$ cat src/rtl/iw_pkg.sv
package iw_pkg;

  // Per-cycle strobes passed from control to datapath
  typedef struct packed {
    logic selectEn;  // normal selection cycle
    logic wakeEn;    // broadcast granted destination tags
    logic killEn;    // apply repair kill and ready clearing
  } iwStrobe_t;

endpackage

$ cat src/rtl/iw_ctrl.sv
module iw_ctrl
  import iw_pkg::*;
#(
  parameter int unsigned NUM_ENTRIES = 8,
  parameter int unsigned ISSUE_WIDTH = 4,
  localparam int unsigned IDX_W = $clog2(NUM_ENTRIES)
) (
  input  logic                                  clk,
  input  logic                                  rst_n,
  input  logic [NUM_ENTRIES-1:0]                eligMask,
  input  logic                                  repairValid,
  input  logic [NUM_ENTRIES-1:0]                repairMask,
  output iwStrobe_t                             strobe,
  output logic [NUM_ENTRIES-1:0]                grantMask,
  output logic [NUM_ENTRIES-1:0]                killMask,
  output logic [ISSUE_WIDTH-1:0]                slotValid,
  output logic [ISSUE_WIDTH-1:0][IDX_W-1:0]     slotIdx
);

  logic [NUM_ENTRIES-1:0] lastGrant;
  logic [ISSUE_WIDTH:0][NUM_ENTRIES-1:0] remain;

  always_comb begin
    strobe.selectEn = ~repairValid;
    strobe.wakeEn   = ~repairValid;
    strobe.killEn   = repairValid;
  end

  assign remain[0] = strobe.selectEn ? eligMask : '0;

  // Cascaded lowest-index pickers, one per issue slot
  for (genvar s = 0; s < ISSUE_WIDTH; s++) begin : g_slot
    logic [NUM_ENTRIES-1:0] pickOh;
    logic [IDX_W-1:0]       pickIdx;

    always_comb begin
      pickOh  = '0;
      pickIdx = '0;
      for (int e = NUM_ENTRIES - 1; e >= 0; e--) begin
        if (remain[s][e]) begin
          pickOh  = NUM_ENTRIES'(1) << e;
          pickIdx = IDX_W'(e);
        end
      end
    end

    assign remain[s+1]  = remain[s] & ~pickOh;
    assign slotValid[s] = |remain[s];
    assign slotIdx[s]   = pickIdx;
  end

  assign grantMask = remain[0] & ~remain[ISSUE_WIDTH];

  // The group issued one cycle before the repair is also withdrawn
  assign killMask = strobe.killEn ? (repairMask | lastGrant) : '0;

  always_ff @(posedge clk or negedge rst_n) begin
    if (!rst_n) begin
      lastGrant <= '0;
    end else begin
      lastGrant <= grantMask;
    end
  end

endmodule

$ cat src/rtl/iw_datapath.sv
module iw_datapath
  import iw_pkg::*;
#(
  parameter int unsigned NUM_ENTRIES = 8,
  parameter int unsigned ISSUE_WIDTH = 4,
  parameter int unsigned OP_W        = 4,
  parameter int unsigned TAG_W       = 6,
  localparam int unsigned IDX_W = $clog2(NUM_ENTRIES)
) (
  input  logic                              clk,
  input  logic                              rst_n,
  input  logic                              allocValid,
  input  logic [IDX_W-1:0]                  allocIdx,
  input  logic [OP_W-1:0]                   allocOp,
  input  logic [TAG_W-1:0]                  allocDst,
  input  logic [TAG_W-1:0]                  allocSrcA,
  input  logic                              allocRdyA,
  input  logic [TAG_W-1:0]                  allocSrcB,
  input  logic                              allocRdyB,
  input  logic                              retireValid,
  input  logic [IDX_W-1:0]                  retireIdx,
  input  iwStrobe_t                         strobe,
  input  logic [NUM_ENTRIES-1:0]            grantMask,
  input  logic [NUM_ENTRIES-1:0]            killMask,
  input  logic [ISSUE_WIDTH-1:0]            slotValid,
  input  logic [ISSUE_WIDTH-1:0][IDX_W-1:0] slotIdx,
  output logic [NUM_ENTRIES-1:0]            eligMask,
  output logic [ISSUE_WIDTH-1:0][OP_W-1:0]  slotOp,
  output logic [ISSUE_WIDTH-1:0][TAG_W-1:0] slotDst,
  output logic [ISSUE_WIDTH-1:0]            slotBypA,
  output logic [ISSUE_WIDTH-1:0]            slotBypB
);

  logic [NUM_ENTRIES-1:0] valid, issued, rdyA, rdyB, bypA, bypB;
  logic [OP_W-1:0]  opTag  [NUM_ENTRIES];
  logic [TAG_W-1:0] dstTag [NUM_ENTRIES];
  logic [TAG_W-1:0] srcA   [NUM_ENTRIES];
  logic [TAG_W-1:0] srcB   [NUM_ENTRIES];

  logic [NUM_ENTRIES-1:0] wakeA, wakeB, clrA, clrB;
  logic allocHitA, allocHitB;

  assign eligMask = valid & ~issued & rdyA & rdyB;

  // Tag compare: wakeup from granted producers, clearing from killed ones
  always_comb begin
    wakeA = '0;
    wakeB = '0;
    clrA  = '0;
    clrB  = '0;
    allocHitA = 1'b0;
    allocHitB = 1'b0;
    for (int k = 0; k < NUM_ENTRIES; k++) begin
      if (strobe.wakeEn && grantMask[k]) begin
        if (allocSrcA == dstTag[k]) allocHitA = 1'b1;
        if (allocSrcB == dstTag[k]) allocHitB = 1'b1;
        for (int e = 0; e < NUM_ENTRIES; e++) begin
          if (srcA[e] == dstTag[k]) wakeA[e] = 1'b1;
          if (srcB[e] == dstTag[k]) wakeB[e] = 1'b1;
        end
      end
      if (strobe.killEn && killMask[k] && valid[k]) begin
        for (int e = 0; e < NUM_ENTRIES; e++) begin
          if (srcA[e] == dstTag[k]) clrA[e] = 1'b1;
          if (srcB[e] == dstTag[k]) clrB[e] = 1'b1;
        end
      end
    end
  end

  always_ff @(posedge clk or negedge rst_n) begin
    if (!rst_n) begin
      valid  <= '0;
      issued <= '0;
      rdyA   <= '0;
      rdyB   <= '0;
      bypA   <= '0;
      bypB   <= '0;
      for (int e = 0; e < NUM_ENTRIES; e++) begin
        opTag[e]  <= '0;
        dstTag[e] <= '0;
        srcA[e]   <= '0;
        srcB[e]   <= '0;
      end
    end else begin
      for (int e = 0; e < NUM_ENTRIES; e++) begin
        if (allocValid && (allocIdx == IDX_W'(e))) begin
          valid[e]  <= 1'b1;
          issued[e] <= 1'b0;
          opTag[e]  <= allocOp;
          dstTag[e] <= allocDst;
          srcA[e]   <= allocSrcA;
          srcB[e]   <= allocSrcB;
          rdyA[e]   <= allocRdyA | allocHitA;
          rdyB[e]   <= allocRdyB | allocHitB;
          bypA[e]   <= allocHitA;
          bypB[e]   <= allocHitB;
        end else begin
          if (retireValid && (retireIdx == IDX_W'(e))) valid[e] <= 1'b0;
          if (killMask[e]) issued[e] <= 1'b0;
          else if (grantMask[e]) issued[e] <= 1'b1;
          if (clrA[e]) begin
            rdyA[e] <= 1'b0;
            bypA[e] <= 1'b0;
          end else begin
            if (wakeA[e]) rdyA[e] <= 1'b1;
            bypA[e] <= wakeA[e];
          end
          if (clrB[e]) begin
            rdyB[e] <= 1'b0;
            bypB[e] <= 1'b0;
          end else begin
            if (wakeB[e]) rdyB[e] <= 1'b1;
            bypB[e] <= wakeB[e];
          end
        end
      end
    end
  end

  // Read out the fields of the selected entries
  always_comb begin
    for (int s = 0; s < ISSUE_WIDTH; s++) begin
      slotOp[s]   = '0;
      slotDst[s]  = '0;
      slotBypA[s] = 1'b0;
      slotBypB[s] = 1'b0;
      if (slotValid[s]) begin
        slotOp[s]   = opTag[slotIdx[s]];
        slotDst[s]  = dstTag[slotIdx[s]];
        slotBypA[s] = bypA[slotIdx[s]];
        slotBypB[s] = bypB[slotIdx[s]];
      end
    end
  end

endmodule

$ cat src/rtl/issue_window.sv
module issue_window
  import iw_pkg::*;
#(
  parameter int unsigned NUM_ENTRIES = 8,
  parameter int unsigned ISSUE_WIDTH = 4,
  parameter int unsigned OP_W        = 4,
  parameter int unsigned TAG_W       = 6,
  localparam int unsigned IDX_W = $clog2(NUM_ENTRIES)
) (
  input  logic                           clk,
  input  logic                           rst_n,
  input  logic                           allocValid,
  input  logic [IDX_W-1:0]               allocIdx,
  input  logic [OP_W-1:0]                allocOp,
  input  logic [TAG_W-1:0]               allocDst,
  input  logic [TAG_W-1:0]               allocSrcA,
  input  logic                           allocRdyA,
  input  logic [TAG_W-1:0]               allocSrcB,
  input  logic                           allocRdyB,
  input  logic                           retireValid,
  input  logic [IDX_W-1:0]               retireIdx,
  input  logic                           repairValid,
  input  logic [NUM_ENTRIES-1:0]         repairMask,
  output logic [ISSUE_WIDTH-1:0]         issueValid,
  output logic [ISSUE_WIDTH*IDX_W-1:0]   issueIdx,
  output logic [ISSUE_WIDTH*OP_W-1:0]    issueOp,
  output logic [ISSUE_WIDTH*TAG_W-1:0]   issueDst,
  output logic [ISSUE_WIDTH-1:0]         issueBypA,
  output logic [ISSUE_WIDTH-1:0]         issueBypB
);

  iwStrobe_t                        strobe;
  logic [NUM_ENTRIES-1:0]           eligMask, grantMask, killMask;
  logic [ISSUE_WIDTH-1:0]           slotValid;
  logic [ISSUE_WIDTH-1:0][IDX_W-1:0] slotIdx;
  logic [ISSUE_WIDTH-1:0][OP_W-1:0]  slotOp;
  logic [ISSUE_WIDTH-1:0][TAG_W-1:0] slotDst;

  iw_ctrl #(
    .NUM_ENTRIES(NUM_ENTRIES),
    .ISSUE_WIDTH(ISSUE_WIDTH)
  ) ctrl_i (
    .clk        (clk),
    .rst_n      (rst_n),
    .eligMask   (eligMask),
    .repairValid(repairValid),
    .repairMask (repairMask),
    .strobe     (strobe),
    .grantMask  (grantMask),
    .killMask   (killMask),
    .slotValid  (slotValid),
    .slotIdx    (slotIdx)
  );

  iw_datapath #(
    .NUM_ENTRIES(NUM_ENTRIES),
    .ISSUE_WIDTH(ISSUE_WIDTH),
    .OP_W       (OP_W),
    .TAG_W      (TAG_W)
  ) dp_i (
    .clk        (clk),
    .rst_n      (rst_n),
    .allocValid (allocValid),
    .allocIdx   (allocIdx),
    .allocOp    (allocOp),
    .allocDst   (allocDst),
    .allocSrcA  (allocSrcA),
    .allocRdyA  (allocRdyA),
    .allocSrcB  (allocSrcB),
    .allocRdyB  (allocRdyB),
    .retireValid(retireValid),
    .retireIdx  (retireIdx),
    .strobe     (strobe),
    .grantMask  (grantMask),
    .killMask   (killMask),
    .slotValid  (slotValid),
    .slotIdx    (slotIdx),
    .eligMask   (eligMask),
    .slotOp     (slotOp),
    .slotDst    (slotDst),
    .slotBypA   (issueBypA),
    .slotBypB   (issueBypB)
  );

  assign issueValid = slotValid;
  assign issueIdx   = slotIdx;
  assign issueOp    = slotOp;
  assign issueDst   = slotDst;

endmodule

$ cat config.mk
export PLATFORM = sky130hd
export DESIGN_NAME = issue_window
export DESIGN_NICKNAME = d
export VERILOG_FILES = /design/src/rtl/iw_pkg.sv /design/src/rtl/iw_ctrl.sv /design/src/rtl/iw_datapath.sv /design/src/rtl/issue_window.sv
export SDC_FILE = /design/constraint.sdc
export NUM_CORES = 1
export LEC_CHECK = 0
export BUFFER_PORTS_ARGS = -buffer_cell sky130_fd_sc_hd__buf_4
export CAP_MARGIN = 25
export CORE_MARGIN = 4
export CORE_UTILIZATION = 40
export CTS_CLUSTER_SIZE = 40
export DETAILED_ROUTE_END_ITERATION = 16
export GPL_ROUTABILITY_DRIVEN = 0
export PLACE_DENSITY = 0.67
export SETUP_SLACK_MARGIN = 0.15
export SKIP_LAST_GASP = 1
export SLEW_MARGIN = 20
export SYNTH_ARGS = -nofsm -noshare
export SYNTH_HDL_FRONTEND = slang
export SYNTH_SLANG_ARGS = --single-unit
$ cat constraint.sdc
create_clock -name clk -period 3 [get_ports clk]
set_input_delay 0.3 -clock clk [delete_from_list [all_inputs] [get_ports clk]]
set_output_delay 0.3 -clock clk [all_outputs]
set_load 0.05 [all_outputs]
==> flow_summary.yaml <==
clock_network:
  clock_latency_reported_for_the_late_side_of_the_worst_skew_pair_ps: 590
  clk_pin_slew_worst_paths_ps: 60
  root_buffer: "clkbuf_16"
  cts_htree_levels: 1
  clkSinkCount: 232
  cts_made_buffers: 28
  ctsLongestPathBuffers: 3
  tritoncts: "yes"
routing:
  drt-total-wl_um: 112000
  route.detailed.drc: 0
  routed_vias_inst: 6.37
  drt_iter0_markers: 4219
  postRouteAntennaNets: 0
  route.vias.total: 26100
  drt-pass1-iter-count: 9
  route.detailed.wl_per_inst_um: 27.4
layout:
  post_layout_nonfiller_instances: 4092
  fin_util_pct: 52.6
  post_route_cells_drive_above_1_share_pct: 24.9
  n_fill_cell: 5145
  area.growth.synth_to_final_pct: 29.5
  fin_nets: 3341
  finish.instance_area_um2: 31200
logic_synthesis:
  synthDistinctLibCells: 71
  netlist_instances: 3152
  synthArstFlopShare_pct: 100
  synth-edff-count: 0
  library_cell_with_the_largest_summed_area_after_synthesis: "dfrtp_1"
  synthFlopType: "dfrtp_1"
  synth.area.top_cells: "dfrtp_1, xnor2_1, xor2_1, nand2_1, clkbuf_1"
  postSynthNetCount: 3195
  synth.top_cells.by_count: "nand2_1, xnor2_1, xor2_1, clkbuf_1, dfrtp_1"
  yosysSeqAreaShare_pct: 24.1
  synth.ff_latch_count: 232
  synthMostInstantiatedCell: "nand2_1"
  netlist_area_um2: 24100
  syn_avg_cell_area_um2: 7.65
  area_share_of_the_largest_cell_type_after_synthesis_pct: 24.1
  yosys_warnings: 0
timing:
  worst_slew_pin_slew_ps: 947
  report.final.slew_viol_count: 0
  achievable-frequency_mhz: 243
  rsz0062_at_grt: "true"
  fin_worst_hold_slack_ps: 11.3
  finalWorstPathRequiredPeriod_ps: 4110
  setup_ws_ps: -1110
  clock-skew-final_ps: 28.9
  hold_viol_final: 0
  setup_violations: 95
  finalCritPeriodShare_pct: 137
  setup_tns_ps: -58430
  timing.max_slew.rel_slack_pct: 36.9
power:
  ir_drop_uv: 453
  pwr_per_cell_area_nw_per_um2: 591
  p_total_mw: 18.5
  p_leak_nw: 13.3
hold_path:
  hold_path_depth: 3
  hp-start: "allocDst[4]"
  timing.hold.worst.class: "in -> reg"
  hold-path-endpoint: "dp_i.dstTag[34]"
floorplan:
  core.rowCount: 89
  chipWidth_um: 254
  initial_utilization_pct: 40.6
  io-pin-count: 107
  floorplan.die.height_um: 254
  design.core.area_um2: 59400
  floorplan.die_area_um2: 64300
setup_path:
  crit_path_max_incr_delay_ps: 400
  crit_path_end_kind: "primary output"
  crit_buf_inv: 5
  cp_cell_sequence: "and4bb_2 > nand2_4 > inv_4 > buf_12 > nor3_4 > nand2_2 > buf_4 > nand2_1 > a21oi_1 > o22a_1 > nor2_4 > buf_12 > mux2_4 > o211ai_1 > nand2_4 > buf_8"
  worstReg2RegStart: "dp_i.issued[4]"
  data_arrival_at_the_endpoint_of_the_critical_path_ps: 3810
  slowest_stage_cell_cp: "dfrtp_1"
  timing.critical_path.required_ps: 2700
  critical-path-top-delay-family: "simple AND/OR/NAND/NOR gates"
  crit-reg2reg-capture: "dp_i.rdyB[2]"
  register_to_register_setup_slack_ps: -400
  rr_worst_depth: 15
  largest_driver_fanout_on_the_critical_path: 7
  startpoint_type_of_the_worst_setup_path: "flip-flop"
  timing_worst_setup_path_type: "reg -> out"
global_routing:
  groute.usage.overall_pct: 32.7
  initial_antenna_violation_count: 2
  maximum_number_of_pins_on_one_net_before_global_route_repair: 94
  grt_pass1_vias: 24800
  grt_pass1_wl_um: 161000
  grt_overflow_total: 0
place:
  numPlacedInstances: 3956
  dpl_cell_area_um2: 28000
  placement.io_buffers: 106
  dpl_worst_slack_ps: -472
  place.detailed.hpwl_um: 72100
run_status:
  outcome: "finished with violations"
  violations: "negative setup slack"
flow_run:
  maxCapViolations: 0
## flip-flops by register name, summed over array words and instances, names as in the netlist
| name | count |
|---|---|
| dp_i.bypA | 8 |
| ctrl_i.lastGrant | 8 |
| dp_i.srcB | 48 |
| dp_i.opTag | 32 |
| dp_i.dstTag | 48 |
| dp_i.rdyB | 8 |
| dp_i.srcA | 48 |
| dp_i.issued | 8 |
| dp_i.rdyA | 8 |
| dp_i.valid | 8 |
| dp_i.bypB | 8 |
## routing by layer
metal / GRT usage [%] / vias to the layer above / wire (um)
met5: 0 / - / 0
met4: 20.9 / 0 / 10500
met3: 9.74 / 809 / 16000
met2: 49.2 / 2279 / 46300
met1: 41.0 / 12100 / 39500
li1: - / 10800 / -
## cell usage in the layout (no fill, tap or decap), types with 60 or more instances in the layout
cell type  count
nand2_1      629
xnor2_1      440
xor2_1       424
buf_4        324
dfrtp_1      232
nand3_1      106
nor4_1       104
nand4_1       94
buf_6         74
nor3_1        66
nor2_1        60
## report_power, final
group	switching, mW	total (mW)	internal (mW)
sequential	1.69	5.39	3.70
clock	1.49	3.48	1.99
combinational	5.23	9.58	4.34
## area by class of cell
cell class / count / area (um^2) / share of cell area (%)
Antenna cell: 2 / 5.00 / 0.0160
Clock buffer: 38 / 820 / 2.62
Clock inverter: 11 / 105 / 0.336
Inverter: 26 / 109 / 0.349
Multi-Input combinational cell: 2518 / 18300 / 58.7
Sequential cell: 232 / 5810 / 18.6
Tap cell: 773 / 967 / 3.10
Timing Repair Buffer: 492 / 5080 / 16.3
## how the worst max path moves through the flow
stage | start | endpoint | slack, ps | cells past startpoint
2_1_floorplan | dp_i.issued[4] | issueDst[21] | -310 | 14
3_3_place_gp | repairValid | issueDst[21] | -400 | 13
3_5_place_dp | repairValid | issueOp[11] | -470 | 16
4_1_cts | dp_i.issued[4] | issueDst[21] | -870 | 13
5_1_grt | dp_i.issued[0] | issueDst[11] | -1160 | 15
6_report | dp_i.rdyB[1] | issueDst[11] | -1110 | 16
## tightest hold or removal path, stage by stage
cell     delay, ps
buf_4          160
nand2_1         60
nand2_1         40
## cell families (layout without fill, tap and decap cells)
family / Yosys count / after routing / share of synthesized area [%]
adders and majority gates: 2 / 2 / 0.0882
DFF: 232 / 232 / 24.1
muxes: 132 / 132 / 5.79
xor gates and xnor gates: 864 / 864 / 31.4
and+or+nand+nor: 1169 / 1170 / 22.0
buffers and inverters: 403 / 567 / 6.81
AOI/OAI and AO/OA: 350 / 350 / 9.90
other: 0 / 2 / 0
## timing repair
item,in CTS,in global routing
endpoints found under the hold margin,123,0
gates cloned,12,7
buffers inserted,34,23
setup endpoints to repair,95,96
pin swaps,12,61
hold buffers,9,0
resized for setup,178,154
Power figures use the tool's default switching activity.
